<file path="config.mk">
export PLATFORM = sky130hd
export DESIGN_NAME = serial_eeprom_slave
export DESIGN_NICKNAME = d
export VERILOG_FILES = /design/src/rtl/eep_pkg.sv /design/src/rtl/eep_bus_sync.sv /design/src/rtl/eep_data.sv /design/src/rtl/eep_ctrl.sv /design/src/rtl/serial_eeprom_slave.sv
export SDC_FILE = /design/constraint.sdc
export NUM_CORES = 2
export LEC_CHECK = 0
export BUFFER_PORTS_ARGS = -buffer_cell sky130_fd_sc_hd__buf_2
export CORE_ASPECT_RATIO = 1.4
export CORE_MARGIN = 2
export CORE_UTILIZATION = 29
export CTS_CLUSTER_SIZE = 14
export DETAILED_ROUTE_END_ITERATION = 16
export GPL_TIMING_DRIVEN = 0
export RECOVER_POWER = 50
export SLEW_MARGIN = 30
export SYNTH_ARGS = -nofsm -noshare
export SYNTH_HDL_FRONTEND = slang
export SYNTH_SLANG_ARGS = --single-unit
</file>
<file path="constraint.sdc">
create_clock -name clk -period 5.91 [get_ports clk]
set_input_delay 0.591 -clock clk [delete_from_list [all_inputs] [get_ports clk]]
set_output_delay 0.591 -clock clk [all_outputs]
set_load 0.02 [all_outputs]
</file>
<file path="src/rtl/eep_pkg.sv">
package eep_pkg;

  typedef enum logic [2:0] {
    M_IDLE,
    M_CTRL,
    M_ADDR,
    M_WDATA,
    M_READ,
    M_WAIT
  } modeT;

  // strobes from the controller to the datapath, one cycle each
  typedef struct packed {
    logic shiftIn;
    logic setPtr;
    logic bufWr;
    logic bufClr;
    logic loadTx;
    logic shiftTx;
    logic commit;
  } strobeT;

endpackage

</file>
<file path="src/rtl/eep_bus_sync.sv">
module eep_bus_sync #(
  parameter int SYNC_STAGES = 2
) (
  input  logic clk,
  input  logic rst_n,
  input  logic scl_in,
  input  logic sda_in,
  output logic sclHigh,
  output logic sdaBit,
  output logic sclRise,
  output logic sclFall,
  output logic startEvt,
  output logic stopEvt
);

  localparam int MSB = SYNC_STAGES - 1;

  logic [MSB:0] sclPipe, sdaPipe;
  logic sclPrev, sdaPrev;

  always_ff @(posedge clk or negedge rst_n) begin
    if (!rst_n) begin
      sclPipe <= '1;
      sdaPipe <= '1;
      sclPrev <= 1'b1;
      sdaPrev <= 1'b1;
    end else begin
      sclPipe <= {sclPipe[MSB-1:0], scl_in};
      sdaPipe <= {sdaPipe[MSB-1:0], sda_in};
      sclPrev <= sclPipe[MSB];
      sdaPrev <= sdaPipe[MSB];
    end
  end

  assign sclHigh  = sclPipe[MSB];
  assign sdaBit   = sdaPipe[MSB];
  assign sclRise  = sclHigh & ~sclPrev;
  assign sclFall  = ~sclHigh & sclPrev;
  assign startEvt = sclHigh & sclPrev & sdaPrev & ~sdaBit;
  assign stopEvt  = sclHigh & sclPrev & ~sdaPrev & sdaBit;

endmodule

</file>
<file path="src/rtl/eep_data.sv">
module eep_data
  import eep_pkg::*;
#(
  parameter int         ADDR_W   = 7,
  parameter int         PAGE_W   = 3,
  parameter logic [3:0] DEV_CODE = 4'b1010
) (
  input  logic   clk,
  input  logic   rst_n,
  input  strobeT strobe,
  input  logic   sdaBit,
  output logic   devMatch,
  output logic   rwBit,
  output logic   txMsb,
  output logic   anyValid
);

  localparam int DEPTH = 1 << ADDR_W;
  localparam int PAGE  = 1 << PAGE_W;

  logic [7:0]        mem     [DEPTH];
  logic [7:0]        pageBuf [PAGE];
  logic [PAGE-1:0]   valid;
  logic [ADDR_W-1:0] ptr;
  logic [7:0]        rxShift, txShift, rxNext;

  assign rxNext   = {rxShift[6:0], sdaBit};
  assign devMatch = (rxNext[7:4] == DEV_CODE);
  assign rwBit    = rxNext[0];
  assign txMsb    = txShift[7];
  assign anyValid = |valid;

  // shift registers and pointer
  always_ff @(posedge clk or negedge rst_n) begin
    if (!rst_n) begin
      rxShift <= '0;
      txShift <= '0;
      ptr     <= '0;
    end else begin
      if (strobe.shiftIn) rxShift <= rxNext;
      if (strobe.setPtr) begin
        ptr <= rxNext[ADDR_W-1:0];
      end else if (strobe.bufWr) begin
        ptr[PAGE_W-1:0] <= ptr[PAGE_W-1:0] + 1'b1;
      end else if (strobe.loadTx) begin
        ptr <= ptr + 1'b1;
      end
      if (strobe.loadTx) begin
        txShift <= mem[ptr];
      end else if (strobe.shiftTx) begin
        txShift <= {txShift[6:0], 1'b0};
      end
    end
  end

  // page buffer with per-slot valid flags
  always_ff @(posedge clk or negedge rst_n) begin
    if (!rst_n) begin
      valid <= '0;
      for (int i = 0; i < PAGE; i++) pageBuf[i] <= '0;
    end else begin
      if (strobe.bufClr || strobe.commit) begin
        valid <= '0;
      end else if (strobe.bufWr) begin
        pageBuf[ptr[PAGE_W-1:0]] <= rxNext;
        valid[ptr[PAGE_W-1:0]]   <= 1'b1;
      end
    end
  end

  // storage array, written only by a commit
  always_ff @(posedge clk or negedge rst_n) begin
    if (!rst_n) begin
      for (int i = 0; i < DEPTH; i++) mem[i] <= '0;
    end else if (strobe.commit) begin
      for (int i = 0; i < PAGE; i++) begin
        if (valid[i]) mem[{ptr[ADDR_W-1:PAGE_W], PAGE_W'(i)}] <= pageBuf[i];
      end
    end
  end

endmodule

</file>
<file path="src/rtl/eep_ctrl.sv">
module eep_ctrl
  import eep_pkg::*;
#(
  parameter int WRITE_CYCLES = 1000
) (
  input  logic   clk,
  input  logic   rst_n,
  input  logic   sclRise,
  input  logic   sclFall,
  input  logic   startEvt,
  input  logic   stopEvt,
  input  logic   sdaBit,
  input  logic   wrEnable,
  input  logic   devMatch,
  input  logic   rwBit,
  input  logic   anyValid,
  output strobeT strobe,
  output logic   ackDrive,
  output logic   txOn,
  output logic   busy
);

  localparam int CW = $clog2(WRITE_CYCLES + 1);

  modeT          mode, nextMode;
  logic [3:0]    bitCnt;
  logic          inAck, ackPend, armed, masterAck;
  logic [CW-1:0] busyCnt;
  logic          rxMode, takeBit, byteDone, commitOk;

  assign rxMode   = (mode == M_CTRL) || (mode == M_ADDR) || (mode == M_WDATA);
  assign takeBit  = rxMode && sclRise && !inAck && (bitCnt < 4'd8);
  assign byteDone = takeBit && (bitCnt == 4'd7);
  assign busy     = (busyCnt != '0);
  assign commitOk = (mode == M_WDATA) && armed && anyValid && !busy;

  always_comb begin
    strobe         = '0;
    strobe.shiftIn = takeBit;
    strobe.bufClr  = byteDone && (mode == M_CTRL) && devMatch && !busy && !rwBit;
    strobe.setPtr  = byteDone && (mode == M_ADDR);
    strobe.bufWr   = byteDone && (mode == M_WDATA);
    strobe.loadTx  = sclFall && ((rxMode && inAck && (nextMode == M_READ)) ||
                                 ((mode == M_READ) && (bitCnt == 4'd9) && masterAck));
    strobe.shiftTx = sclFall && (mode == M_READ) && (bitCnt >= 4'd1) && (bitCnt <= 4'd7);
    strobe.commit  = (busyCnt == CW'(1));
  end

  always_ff @(posedge clk or negedge rst_n) begin
    if (!rst_n) begin
      busyCnt <= '0;
    end else if (stopEvt && commitOk) begin
      busyCnt <= CW'(WRITE_CYCLES);
    end else if (busy) begin
      busyCnt <= busyCnt - 1'b1;
    end
  end

  always_ff @(posedge clk or negedge rst_n) begin
    if (!rst_n) begin
      mode      <= M_IDLE;
      nextMode  <= M_IDLE;
      bitCnt    <= '0;
      inAck     <= 1'b0;
      ackPend   <= 1'b0;
      ackDrive  <= 1'b0;
      txOn      <= 1'b0;
      armed     <= 1'b0;
      masterAck <= 1'b0;
    end else if (startEvt || stopEvt) begin
      mode     <= startEvt ? M_CTRL : M_IDLE;
      bitCnt   <= '0;
      inAck    <= 1'b0;
      ackDrive <= 1'b0;
      txOn     <= 1'b0;
    end else if (rxMode) begin
      if (takeBit) begin
        bitCnt <= bitCnt + 1'b1;
        if (bitCnt == 4'd7) begin
          case (mode)
            M_CTRL: begin
              if (devMatch && !busy) begin
                ackPend  <= 1'b1;
                nextMode <= rwBit ? M_READ : M_ADDR;
                if (!rwBit) armed <= wrEnable;
              end else begin
                ackPend  <= 1'b0;
                nextMode <= M_WAIT;
              end
            end
            default: begin
              ackPend  <= 1'b1;
              nextMode <= M_WDATA;
            end
          endcase
        end
      end else if (sclFall && !inAck && (bitCnt == 4'd8)) begin
        inAck    <= 1'b1;
        ackDrive <= ackPend;
      end else if (sclFall && inAck) begin
        inAck    <= 1'b0;
        ackDrive <= 1'b0;
        bitCnt   <= '0;
        mode     <= nextMode;
        txOn     <= (nextMode == M_READ);
      end
    end else if (mode == M_READ) begin
      if (sclRise) begin
        if (bitCnt < 4'd8) begin
          bitCnt <= bitCnt + 1'b1;
        end else if (bitCnt == 4'd8) begin
          masterAck <= ~sdaBit;
          bitCnt    <= 4'd9;
        end
      end else if (sclFall) begin
        if (bitCnt == 4'd8) begin
          txOn <= 1'b0;
        end else if (bitCnt == 4'd9) begin
          if (masterAck) begin
            bitCnt <= '0;
            txOn   <= 1'b1;
          end else begin
            mode <= M_WAIT;
          end
        end
      end
    end
  end

endmodule

</file>
<file path="src/rtl/serial_eeprom_slave.sv">
module serial_eeprom_slave
  import eep_pkg::*;
#(
  parameter int WRITE_CYCLES = 1000
) (
  input  logic clk,
  input  logic rst_n,
  input  logic scl_in,
  input  logic sda_in,
  input  logic wr_en,
  output logic sda_pull_low,
  output logic busy
);

  logic   sclHigh, sdaBit, sclRise, sclFall, startEvt, stopEvt;
  logic   devMatch, rwBit, txMsb, anyValid, ackDrive, txOn;
  strobeT strobe;

  eep_bus_sync #(.SYNC_STAGES(2)) u_sync (
    .clk(clk), .rst_n(rst_n), .scl_in(scl_in), .sda_in(sda_in),
    .sclHigh(sclHigh), .sdaBit(sdaBit), .sclRise(sclRise), .sclFall(sclFall),
    .startEvt(startEvt), .stopEvt(stopEvt)
  );

  eep_ctrl #(.WRITE_CYCLES(WRITE_CYCLES)) u_ctrl (
    .clk(clk), .rst_n(rst_n), .sclRise(sclRise), .sclFall(sclFall),
    .startEvt(startEvt), .stopEvt(stopEvt), .sdaBit(sdaBit), .wrEnable(wr_en),
    .devMatch(devMatch), .rwBit(rwBit), .anyValid(anyValid),
    .strobe(strobe), .ackDrive(ackDrive), .txOn(txOn), .busy(busy)
  );

  eep_data #(.ADDR_W(7), .PAGE_W(3), .DEV_CODE(4'b1010)) u_data (
    .clk(clk), .rst_n(rst_n), .strobe(strobe), .sdaBit(sdaBit),
    .devMatch(devMatch), .rwBit(rwBit), .txMsb(txMsb), .anyValid(anyValid)
  );

  assign sda_pull_low = ackDrive | (txOn & ~txMsb);

endmodule

</file>
### Yosys cells after proc, flatten, opt, wreduce, memory -nomap -nowiden

Index checks and enable logic that the tools add are counted.

| storage, ports and cells | value |
|---|---|
| register bits after elaboration | 1,150 |
| logic and storage cells | 411 |

| operators by class | value |
|---|---|
| add/subtract/negate cells | 4 |
| equal/unequal tests | 22 |
| bitwise operators | 29 |
| reductions and logical operators | 70 |
| magnitude comparators | 24 |
| multiplexer cells | 107 |

Operators with widths:

| kind | number |
|---|---|
| two-way mux 1024 bit | 15 |
| bitwise mux 1024 bit | 8 |
| demux 8 bit (select 7 bit) | 8 |
| two-way mux 8 bit | 15 |
| >= comparator 8 bit, second input constant | 9 |
| inverter 7 -> 8 bit | 9 |
| bitwise mux 64 bit | 1 |
| < comparator 8 x 1 -> 1 bit, second input constant | 8 |
| binary-select mux 8 bit (select 7 bit) | 1 |
| two-way mux 4 bit | 14 |
| two-way mux 3 bit | 15 |
| logical AND 1 bit | 36 |
| demux 8 bit (select 3 bit) | 1 |
| two-way mux 1 bit | 24 |
| two-way mux 10 bit | 2 |
| nonzero test 4 bit | 5 |
| AND reduction 8 bit | 2 |
| inequality test 3 bit, second input constant | 5 |
| nonzero test 3 bit | 5 |
| two-way mux 7 bit | 2 |
| equality test 4 bit, second input constant | 3 |
| equality test 10 x 1 -> 1 bit, second input constant | 1 |
| nonzero test 10 bit | 1 |
| nonzero test 2 bit | 5 |
| 36 further kinds | 61 |

### Longest topological paths before layout

| logic depth | value |
|---|---|
| depth in word-level cells | 28 |
| depth in mapped cells | 10 |
| gate-level depth less buffers | 9 |

### Hierarchy

From an unflattened synthesis, not the netlist that was laid out.

| second synthesis, totals | value |
|---|---|
| cell total of the unflattened synthesis | 3,827 |
| area total of the unflattened synthesis | 52,068.7 um^2 |

By module, submodules not included:

| module | times used | area each (um^2) | cells each |
|---|---|---|---|
| eep_data | 1 | 50,206.9 | 3,627 |
| eep_ctrl | 1 | 1,660.3 | 188 |
| eep_bus_sync | 1 | 190.2 | 10 |
| serial_eeprom_slave | 1 | 11.3 | 2 |

### Least setup slack after synthesis

No wires, ideal clock.

| timing | value |
|---|---|
| path kind | register to register |
| start point | register u_sync.sclPipe[1] |
| end point | register u_data.pageBuf[16] (netlist bit) |
| setup slack | 3.211 ns |
| data required time | 5.785 ns |
| period minus slack after synthesis | 2.699 ns |
| arrival time | 2.575 ns |
| setup time | 0.125 ns |
| stages on the path, launching flop included | 9 |
| path through | dfstp_2 ha_1 clkbuf_1 nor3b_1 a41oi_2 and2_0 buf_2 nand4b_4 mux2_2 |

| between the ends | value |
|---|---|
| word-level cells in the longest chain between the ends | 12 |

RTL lines:

| item | RTL line | text |
|---|---|---|
| start, declared | eep_bus_sync.sv:18 | `logic [MSB:0] sclPipe, sdaPipe;` |
| start signal, assigned | eep_bus_sync.sv:28 | `sclPipe <= {sclPipe[MSB-1:0], scl_in};` |
| bitwise AND 1 bit (*) | eep_bus_sync.sv:37 | `assign sclRise = sclHigh & ~sclPrev;` |
| logical AND 1 bit (*) (3 in series) | eep_ctrl.sv:32 | `assign takeBit = rxMode && sclRise && !inAck && (bitCnt < 4'd8);` |
| logical AND 1 bit (*) | eep_ctrl.sv:33 | `assign byteDone = takeBit && (bitCnt == 4'd7);` |
| logical AND 1 bit (4 in series) | eep_ctrl.sv:40 | `strobe.bufClr = byteDone && (mode == M_CTRL) && devMatch && !busy && !rwBit;` |
| logical OR 1 bit | eep_data.sv:62 | `if (strobe.bufClr \|\| strobe.commit) begin` |
| inverter 1 bit (no line) | n/a |  |
| AND reduction 2 bit (no line) (*) | n/a |  |
| end signal, assigned by index | eep_data.sv:65 | `pageBuf[ptr[PAGE_W-1:0]] <= rxNext;` |
| end, declared | eep_data.sv:22 | `logic [7:0] pageBuf [PAGE];` |

Every way passes the cells marked *; elsewhere a longest branch is shown, timed or not.
A chain may end at the register's enable or synchronous reset.

### Worst setup path after layout

| timing | value |
|---|---|
| start point | register u_data.ptr[0] |
| end point | register u_data.txShift[2] |

| between the ends | value |
|---|---|
| word-level cells in the longest chain between the ends | 5 |

RTL lines:

| item | RTL line | text |
|---|---|---|
| start, declared | eep_data.sv:24 | `logic [ADDR_W-1:0] ptr;` |
| start signal, assigned | eep_data.sv:42 | `ptr <= rxNext[ADDR_W-1:0];` |
| start signal, assigned by index | eep_data.sv:44 | `ptr[PAGE_W-1:0] <= ptr[PAGE_W-1:0] + 1'b1;` |
| start signal, assigned | eep_data.sv:46 | `ptr <= ptr + 1'b1;` |
| inverter 7 -> 8 bit (not written as such) | eep_data.sv:49 | `txShift <= mem[ptr];` |
| binary-select mux 8 bit (select 7 bit) | eep_data.sv:49 |  |
| two-way mux 8 bit (not written as such) (2 in series) | eep_data.sv:49 |  |
| two-way mux 8 bit | eep_data.sv:48 | `if (strobe.loadTx) begin` |
| end signal, assigned | eep_data.sv:49 |  |
| end signal, assigned | eep_data.sv:51 | `txShift <= {txShift[6:0], 1'b0};` |
| end, declared | eep_data.sv:25 | `logic [7:0] rxShift, txShift, rxNext;` |

No other way between the ends. The select of a mux whose other input is x is not followed.

==> flow_summary.toml <==
[outcome]
status = "finished with violations"
violations = "max-capacitance violations, max-slew violations"

[yosys]
synth_edf_count = 0
ys_async_sr_fraction_pct = 100.0
synth_area_leader_cell = "dfrtp_1"
synth_nets = 3844
ys_warn_count = 0
netlist_top_cells_count = "1,144 x dfrtp_1, 1,115 x mux2_2, 451 x mux2i_1"
synthDistinctLibCells = 65
synth.avg_cell_area_um2 = 13.65
synth_top_cell_area_share_pct = 54.77
yosysMostFrequentCell = "dfrtp_1"
synth_ff_type = "dfrtp_1"
syn_inst = 3828
synth-seq-area-share_pct = 55.07
netlist_area_um2 = 52270
ys_top_cells_by_area = "dfrtp_1 55%, mux2_2 24%, mux2i_1 8.6%"
synth-seq-cells = 1150

[clocking]
cts-buffers-inserted = 104
clk_pin_slew_worst_paths_ns = 0.07
post_cts_buffers = 0
clkSinkCount = 1150
h-tree-depth = 3
clockBufferDepth = 3
clk_latency_ns = 0.76
root_buffer = "clkbuf_16"
cts_tree = "done"

[grt]
grt_pass1_vias = 35490
gr-total-overflow = 0
grt_pass1_wl_mm = 285.2
met3_usage_pct = 3.653
busiest_layer = "met2"
grt_max_degree = 128
use_met2_pct = 37.53
use_met1_pct = 25.17
grtUsageTotal_pct = 22.23
grt_antenna_before_repair = 8

[run]
drv_cap = 3

[die]
initial_core_util_pct = 29.14
ios = 7
fp-row-count = 184
die_w_um = 362.8
fp.dieH_um = 506.3
core-area_um2 = 179300
fp.dieArea_um2 = 183700

[worst_setup_path]
end_kind = "flip-flop"
path_max_fanout = 10
start_kind = "flip-flop"
crit_chain = "clkbuf_1 -> buf_2 -> buf_2 -> buf_2 -> mux2i_1 -> o22ai_1 -> o21ai_0 -> a41oi_1 -> nor4_2 -> a211oi_1"
arrival_ns = 5.93
critPathMaxStageDelay_ns = 0.86
r2r_cells = 10
timing.rr.end = "u_data.txShift[2]"
path_class = "flip-flop to flip-flop"
cp_common_cell = "buf_2"
crit_required_ns = 6.49
reg2reg_setup_slack_ns = 0.56
crit_path_top_delay_cell = "nor4_2"
r2r-start = "u_data.ptr[0]"

[sta]
post-route-period-util_pct = 90.48
slew_headroom_pct = -106.0
post-route-min-period_ns = 5.347
setup_viol = 0
worstMarginPinSlew_ns = 3.089
skew_ns = 0.03650
max_freq_ghz = 0.1870
finalHoldViolCount = 0
fin_setup_tns_ns = 0
drv_slew = 339
rsz0062_at_grt = "no"

[min_path]
hp-class = "primary input to flip-flop"
worstHoldStart = "wr_en"
hold_depth = 2
worstHoldEndpoint = "u_ctrl.armed"

[detailed_routing]
drt_pass1_iterations = 5
avgRoutedWirePerCell_um = 32.35
drc = 0
postRouteWirelength_mm = 206.4
vias_per_cell = 5.440
drt-initial-drc-count = 3158
num_vias = 34710
antenna_left = 0

[cells_and_area]
fill_cells = 17540
syn_to_final_growth_pct = 13.77
nets = 3988
drive_gt1_share_pct = 36.81

[power_and_ir_drop]
finalPower_uw = 15560
power.density_nw_per_um2 = 261.7
irDropWorstVdd_mv = 0.2352
power_leakage_uw = 0.02688

[placed_design]
gp_congestion = 1.023
dp_hpwl_mm = 155.8
portBuffers = 6
stage by stage:
stage          hold slack, ns  instances  utilization, %  setup slack, ns  instance area [um^2]
2_1_floorplan          0.2954       3828               -            3.211                 52270
3_3_place_gp           0.3453       6159           30.78           -20.76                 55210
3_5_place_dp           0.3475       6187           31.26           0.8324                 56060
4_1_cts               0.05729       6375           33.19           0.8249                 59520
5_1_grt               0.08922       6377           33.15           0.8143                 59460
6_report              0.09346       6380           33.16           0.5627                 59460
report_power, final:
group          total, uW  switching (uW)  internal (uW)
clock network       7030            3180           3850
logic                566             431            135
registers           7970            35.8           7930
total              15600            3640          11900
cell type report:
cell class | instances | area (um^2) | share of cell area (%)
repair buffers | 38 | 715.7 | 1.204
flip-flops and latches | 1150 | 28790 | 48.41
multi-input cells | 2426 | 22570 | 37.96
inverters | 17 | 63.81 | 0.1073
clock buffers | 153 | 3060 | 5.147
clock inverters | 32 | 375.4 | 0.6312
well taps | 2325 | 2909 | 4.892
plain buffers | 235 | 970.9 | 1.633
diodes | 4 | 10.01 | 0.01683
per-layer routing:
layer	part of all wire, %	vias to the layer above	wire, um
li1	-	14410	-
met1	37	18420	77000
met2	49	1304	100300
met3	5.2	561	10650
met4	8.9	6	18340
met5	0.020	-	41
worst max-delay path by stage:
stage / start / endpoint / slack, ns
final: u_data.ptr[0] / u_data.txShift[2] / 0.56
after global routing: u_data.ptr[0] / u_data.txShift[6] / 0.81
after CTS: u_data.ptr[0] / u_data.txShift[6] / 0.82
after detailed placement: u_data.ptr[0] / u_data.txShift[6] / 0.83
after global placement: rst_n / u_data.mem[853] / -20.76
after floorplan: u_sync.sclPipe[1] / u_data.pageBuf[16] / 3.21
worst max-delay path, delay by kind of cell (launching register included):
family	cells	cell delay, ns
multiplexers	1	0.46
flip-flops	1	0.36
AND/OR/NAND/NOR	1	0.86
AO/OA/AOI/OAI	4	1.20
buffers and inverters	4	2.25
sequential cells by signal (all words and copies together), names as in the netlist:
signal            flops
u_ctrl.ackDrive       1
u_ctrl.ackPend        1
u_ctrl.armed          1
u_ctrl.bitCnt         4
u_ctrl.busyCnt       10
u_ctrl.inAck          1
u_ctrl.masterAck      1
u_ctrl.mode           3
u_ctrl.nextMode       3
u_ctrl.txOn           1
u_data.mem         1024
u_data.pageBuf       64
u_data.ptr            7
u_data.rxShift        7
u_data.txShift        8
u_data.valid          8
u_sync.sclPipe        2
u_sync.sclPrev        1
u_sync.sdaPipe        2
u_sync.sdaPrev        1
cell usage in the layout, fill, tap and decap left out, types with 4 or more instances in the layout:
cell / n
xnor2_1: 6
clkbuf_16: 107
nand3_1: 12
a41oi_1: 30
clkbuf_1: 174
dfrtp_1: 1144
nand2b_1: 8
clkinv_2: 18
buf_1: 16
nand2_2: 64
nor2b_1: 10
diode_2: 4
nand2_1: 107
o22ai_1: 258
mux2i_1: 451
nor2_2: 18
a21oi_1: 17
mux2_1: 46
clkbuf_2: 18
a211oi_1: 7
nor3b_1: 6
o21ai_0: 146
nor4_2: 7
a31oi_1: 4
buf_2: 61
inv_1: 17
buf_16: 18
nor2_1: 21
nor3_1: 14
a21o_1: 5
dfstp_2: 4
clkbuf_8: 21
ha_1: 11
buf_12: 6
nor4_1: 5
mux2_2: 1115
bufinv_16: 6
logic make-up after synthesis:
family / count (synthesis) / synth area share (%)
xor+xnor: 9 / 0.1508
simple gates: 307 / 3.272
compound gates: 487 / 5.705
buf+inv: 252 / 1.886
fa+ha+maj: 11 / 0.2633
flops: 1150 / 55.07
mux: 1612 / 33.65
repair_timing:
action,4_1_cts,5_1_grt
resized for setup,0,0
endpoints found under the hold margin,55,0
hold buffers,3,0
Power figures use the tool's default switching activity.
